[src/rtl/pio_strobe_pkg.sv]
package pio_strobe_pkg;

    localparam int CODE_W = 2;
    localparam int CNT_W  = 3;

    typedef logic [CODE_W-1:0] code_t;
    typedef logic [CNT_W-1:0]  cnt_t;

    // Recovery code in the upper half, so that one register nibble maps directly onto this struct
    typedef struct packed {
        code_t rec;
        code_t samp;
    } tim_fields_t;

    typedef struct packed {
        cnt_t samp_clks;
        cnt_t rec_clks;
    } tim_clks_t;

    typedef enum logic [1:0] {
        ST_IDLE,
        ST_STROBE,
        ST_RECOVER
    } seq_state_t;

    // Clocks from strobe assertion to the first ready sample; the reserved code behaves as 3
    function automatic cnt_t decode_sample(input code_t c);
        case (c)
            2'b00:   return cnt_t'(5);
            2'b01:   return cnt_t'(4);
            default: return cnt_t'(3);
        endcase
    endfunction

    // Minimum clocks from the last ready sample to the next strobe
    function automatic cnt_t decode_recovery(input code_t c);
        return cnt_t'(4) - cnt_t'(c);
    endfunction

endpackage

[src/rtl/pio_timing_select.sv]
module pio_timing_select
    import pio_strobe_pkg::*;
#(
    parameter bit SECONDARY = 1'b0,
    parameter int REG_W     = 8
) (
    input  logic              clk,
    input  logic              rst,
    input  logic              drv_sel,
    input  logic              data_port,
    input  logic              drv1_en,
    input  logic [REG_W-1:0]  drv1_reg,
    input  tim_fields_t       dflt_fields,
    output tim_clks_t         clks
);
    localparam int NIB = $bits(tim_fields_t);

    tim_fields_t drv1_fields;
    tim_fields_t chosen;
    logic        use_drv1;
    logic        unused_other_nibble;

    generate
        if (SECONDARY) begin : g_sec
            assign drv1_fields         = drv1_reg[2*NIB-1:NIB];
            assign unused_other_nibble = ^drv1_reg[NIB-1:0];
        end else begin : g_pri
            assign drv1_fields         = drv1_reg[NIB-1:0];
            assign unused_other_nibble = ^drv1_reg[REG_W-1:NIB];
        end
    endgenerate

    assign use_drv1 = drv_sel && data_port && drv1_en;
    assign chosen   = use_drv1 ? drv1_fields : dflt_fields;

    assign clks.samp_clks = decode_sample(chosen.samp);
    assign clks.rec_clks  = decode_recovery(chosen.rec);

    // the sample delay stays within 3..5 clocks
    assert_sample_range_R2: assert property (@(posedge clk) disable iff (rst)
        (clks.samp_clks >= cnt_t'(3)) && (clks.samp_clks <= cnt_t'(5)));
    // the recovery gap stays within 1..4 clocks
    assert_recovery_range_R4: assert property (@(posedge clk) disable iff (rst)
        (clks.rec_clks >= cnt_t'(1)) && (clks.rec_clks <= cnt_t'(4)));

endmodule

[src/rtl/pio_strobe_seq.sv]
module pio_strobe_seq
    import pio_strobe_pkg::*;
(
    input  logic       clk,
    input  logic       rst,
    input  logic       req,
    input  logic       req_write,
    input  tim_clks_t  clks,
    input  logic       iordy,
    output logic       rd_n,
    output logic       wr_n,
    output logic       done
);
    seq_state_t state;
    cnt_t       cnt;
    cnt_t       rec_q;
    logic       wr_q;
    logic       ready;

    assign ready = (state == ST_IDLE) || ((state == ST_RECOVER) && (cnt == '0));

    always_ff @(posedge clk) begin
        if (rst) begin
            state <= ST_IDLE;
            cnt   <= '0;
            rec_q <= '0;
            wr_q  <= 1'b0;
            rd_n  <= 1'b1;
            wr_n  <= 1'b1;
            done  <= 1'b0;
        end else begin
            done <= 1'b0;
            case (state)
                ST_IDLE, ST_RECOVER: begin
                    if (ready && req) begin
                        state <= ST_STROBE;
                        cnt   <= clks.samp_clks - cnt_t'(1);
                        rec_q <= clks.rec_clks;
                        wr_q  <= req_write;
                        rd_n  <= req_write;
                        wr_n  <= !req_write;
                    end else if (state == ST_RECOVER) begin
                        if (cnt == '0) state <= ST_IDLE;
                        else           cnt   <= cnt - cnt_t'(1);
                    end
                end
                ST_STROBE: begin
                    if (cnt != '0) begin
                        cnt <= cnt - cnt_t'(1);
                    end else if (iordy) begin
                        rd_n  <= 1'b1;
                        wr_n  <= 1'b1;
                        done  <= 1'b1;
                        state <= ST_RECOVER;
                        cnt   <= rec_q - cnt_t'(1);
                    end
                end
                default: state <= ST_IDLE;
            endcase
        end
    end

    // never both strobes low
    assert_one_strobe_R9: assert property (@(posedge clk) disable iff (rst)
        !(!rd_n && !wr_n));
    // the active strobe follows the captured direction
    assert_dir_match_R9: assert property (@(posedge clk) disable iff (rst)
        (state == ST_STROBE) |-> (wr_q ? (!wr_n && rd_n) : (!rd_n && wr_n)));
    // done is a single-clock pulse
    assert_done_pulse_R8: assert property (@(posedge clk) disable iff (rst)
        done |=> !done);
    // done coincides with the first clock after release
    assert_done_release_R8: assert property (@(posedge clk) disable iff (rst)
        $rose(rd_n && wr_n) |-> done);
    // ready low at the sample point keeps the strobe on
    assert_wait_hold_R7: assert property (@(posedge clk) disable iff (rst)
        ((state == ST_STROBE) && (cnt == '0) && !iordy) |=> (state == ST_STROBE));
    // a strobe only starts from a ready state
    assert_no_busy_accept_R11: assert property (@(posedge clk) disable iff (rst)
        $fell(rd_n && wr_n) |-> $past(ready));

endmodule

[src/rtl/pio_strobe_gen.sv]
module pio_strobe_gen
    import pio_strobe_pkg::*;
#(
    parameter bit SECONDARY = 1'b0,
    parameter int REG_W     = 8
) (
    input  logic             clk,
    input  logic             rst,
    input  logic             req,
    input  logic             req_write,
    input  logic             drv_sel,
    input  logic             data_port,
    input  logic             drv1_tim_en,
    input  logic [REG_W-1:0] drv1_timing,
    input  logic [1:0]       dflt_sample,
    input  logic [1:0]       dflt_recov,
    input  logic             iordy,
    output logic             rd_n,
    output logic             wr_n,
    output logic             done
);
    tim_fields_t dflt;
    tim_clks_t   clks;

    assign dflt.samp = dflt_sample;
    assign dflt.rec  = dflt_recov;

    pio_timing_select #(.SECONDARY(SECONDARY), .REG_W(REG_W)) u_sel (
        .clk         (clk),
        .rst         (rst),
        .drv_sel     (drv_sel),
        .data_port   (data_port),
        .drv1_en     (drv1_tim_en),
        .drv1_reg    (drv1_timing),
        .dflt_fields (dflt),
        .clks        (clks)
    );

    pio_strobe_seq u_seq (
        .clk       (clk),
        .rst       (rst),
        .req       (req),
        .req_write (req_write),
        .clks      (clks),
        .iordy     (iordy),
        .rd_n      (rd_n),
        .wr_n      (wr_n),
        .done      (done)
    );

endmodule

[config.mk]
export PLATFORM = sky130hd
export DESIGN_NAME = pio_strobe_gen
export DESIGN_NICKNAME = d
export VERILOG_FILES = /design/src/rtl/pio_strobe_pkg.sv /design/src/rtl/pio_timing_select.sv /design/src/rtl/pio_strobe_seq.sv /design/src/rtl/pio_strobe_gen.sv
export SDC_FILE = /design/constraint.sdc
export NUM_CORES = 1
export LEC_CHECK = 0
export BUFFER_PORTS_ARGS = -buffer_cell sky130_fd_sc_hd__buf_4
export CAP_MARGIN = 20
export CORE_AREA = 2 2 50 47
export DETAILED_ROUTE_END_ITERATION = 8
export DIE_AREA = 0 0 52 49
export PLACE_DENSITY_LB_ADDON = 0.12
export SLEW_MARGIN = 10
export SYNTH_ARGS = -nofsm -noshare
export SYNTH_HDL_FRONTEND = slang
export SYNTH_SLANG_ARGS = --single-unit
[constraint.sdc]
create_clock -name clk -period 1.8 [get_ports clk]
set_input_delay 0.36 -clock clk [delete_from_list [all_inputs] [get_ports clk]]
set_output_delay 0.36 -clock clk [all_outputs]
set_load 0.02 [all_outputs]
==> reports/qor.yml <==
yosys_register_bits: 11
route.detailed.drc: 0
clkPwrFrac_pct: 23.9
stdcell_count: 133
synth_compound_area_share_pct: 20.4
use_met2_pct: 18.6
syn_to_final_growth_pct: 30.0
clk_pin_slew_ns: 0.07
worstSetupEndpointType: "flop"
synth-xor-area-share_pct: 1.27
cts_root_buf: "clkbuf_4"
synth_fp_nets: 107
synth.area.mux_share_pct: 5.79
dieArea_mm2: 0.00255
ctsHoldBuffers: 0
outcome: "complete, no violations"
synthAdderAreaFrac_pct: 7.23
gp_congestion: 0.712
netlist_instances: 83
swShare_pct: 32.8
grt_pass1_vias: 577
viasPerCell: 4.82
track_usage_pct: 12.7
drv_slew: 0
post-route-min-period_ns: 1.72
cts_sinks: 11
power.density_mw_per_mm2: 793
worstPathRequired_ns: 1.97
fin_util_pct: 43.6
crit_arrival_ns: 1.89
dp_cells: 129
drt_iter0_drc: 11
hp-class: "input pin to flop"
finalWorstSetupSlack_ns: 0.0836
cts_buffers: 3
io_pins: 23
grt_pass1_wl_um: 2450
cts_resized: 0
die_w_um: 52
gr-max-usage-layer: "met2"
yosys_warnings: 0
clk_latency_ns: 0.27
grt_util_met1_pct: 17.5
rsz0062_at_grt: "yes"
die_y_um: 49
antenna_left: 0
routedWlPerCell_um: 10.8
syn_avg_cell_area_um2: 8.34
met3_usage_pct: 4.91
rows: 16
ys_types: 33
clock_skew_ns: 0.00188
io_buffers: 18
routed_wl_um: 1430
drtPass1Iterations: 4
power_frac_seq_pct: 40.7
place_ws_ns: 0.107
via_count: 641
coreArea_mm2: 0.00206
synth_area_um2: 692
start_util_pct: 33.6
tns_ns: 0
antenna_found_initial: 0
maxCapViolations: 0
hold_violations: 0
grt_overflow: 0
worst_pin_slew_ns: 0.459
drive_above_1_share_pct: 25.5
tritoncts: "done"
hold_ws_ns: 0.348
pwr-share-comb_pct: 35.4
synth-simple-area-share_pct: 28.6
final_nets: 131
slew_headroom_pct: 69.0
cts_htree_levels: 1
synth_top_family_by_area: "simple AND/OR/NAND/NOR gates"
grt_max_degree: 13
leakagePower_nw: 0.391
p_int_uw: 480
critical_path_class: "flop to flop"
antenna_cells: 0
finalCritPeriodShare_pct: 95.4
hpwl_um: 1140
synth-seq-area-share_pct: 31.8
cp-start-kind: "flop"
clk_path_buf_depth: 2
setup_violations: 0
fmax_mhz: 583
ir_drop_mv: 0.517
cp_max_fo: 7
power.switching_uw: 234
-- routing by layer --
metal | vias to the layer above | part of all wire [%]
met2 | 11 | 45
met4 | 0 | 0
met5 | - | 0
li1 | 345 | -
met1 | 285 | 50
met3 | 0 | 4.5
-- path summary, 6_finish.rpt --
check	slack, ns	depth (start not counted)	start	to
min	0.35	3	req_write	u_seq.rd_n
min reg2reg	0.50	2	u_seq.cnt[1]	u_seq.cnt[1]
max reg2reg	0.08	7	u_seq.cnt[0]	u_seq.wr_n
max	0.08	7	u_seq.cnt[0]	u_seq.wr_n
-- cell usage in the layout, fill, tap and decap left out, drive strengths merged, types with 3 or more instances in the layout --
master,synthesis,layout
a21oi,4,4
or3,4,4
inv,6,6
mux2i,4,4
nand2b,5,5
dfxtp,11,11
clkbuf,1,3
buf,1,21
nor2,7,7
ha,4,4
nand2,7,7
-- power groups by stage --
stage / registers, mW / clock network (mW) / logic [mW]
3_5_place_dp: 0.296 / 0 / 0.250
6_report: 0.290 / 0.170 / 0.252
4_1_cts: 0.290 / 0.184 / 0.252
2_1_floorplan: 0.297 / 0 / 0.168
3_3_place_gp: 0.296 / 0 / 0.252
5_1_grt: 0.294 / 0.193 / 0.283
-- sequential cells by signal, indices dropped and copies added, names as in the netlist --
register	flops
u_seq.rd_n	1
u_seq.done	1
u_seq.state	2
u_seq.wr_n	1
u_seq.cnt	3
u_seq.rec_q	3
-- repair_timing --
item,in CTS,in global routing
endpoints found under the setup margin,0,2
buffers inserted,0,0
hold endpoints to repair,0,0
-- kinds of logic (layout without fill, tap and decap cells) --
group / count (synthesis) / in the layout
AO/OA/AOI/OAI: 19 / 19
XOR/XNOR: 1 / 1
adder cells (fa/ha/maj): 4 / 4
buffers and inverters: 8 / 31
flip-flops: 11 / 11
multiplexers: 4 / 4
AND/OR/NAND/NOR: 36 / 36
-- Yosys cell counts, drive strengths merged --
library cell	n	area share (%)
a2111oi	1	2.2
a211oi	2	2.2
a21boi	1	1.1
a21o	2	2.2
a21oi	4	3.4
and2	1	0.90
and3	1	0.90
buf	1	1.1
clkbuf	1	0.54
dfxtp	11	32
ha	4	7.2
inv	6	3.3
mux2i	4	5.8
nand2	7	3.8
nand2b	5	4.5
nand3	2	1.4
nand3b	2	2.2
nand4bb	1	1.6
nor2	7	3.8
nor2b	2	1.8
nor3	2	1.4
nor4bb	1	1.4
o21a	1	1.1
o21ai	2	1.4
o21bai	1	1.1
o22ai	2	1.8
o311a	1	1.4
o32ai	2	2.5
or2b	1	1.1
or3	4	3.6
xnor2	1	1.3
-- cell type report --
cell class                      count  area [um2]
Tap cell                           27        33.8
Clock inverter                      1        5.00
Clock buffer                        3        22.5
Inverter                            6        22.5
Multi-Input combinational cell     64         438
Sequential cell                    11         220
Fill cell                         218        1160
Timing Repair Buffer               21         158
-- critical path, stage by stage, from the launching register on --
cell and delay, ns:
dfxtp_1 0.36, inv_1 0.07, ha_1 0.21, nand2b_1 0.16, a21oi_2 0.13, buf_4 0.19
or3_1 0.34, a21o_1 0.15
-- metrics by stage --
stage                     power, mW  instance area, um2
after global placement        0.548                 872
final                         0.713                 900
after detailed placement      0.546                 872
after CTS                     0.727                 900
after global routing          0.771                 900
after floorplan               0.465                 692
No activity file was read; power rests on OpenSTA's default activity.
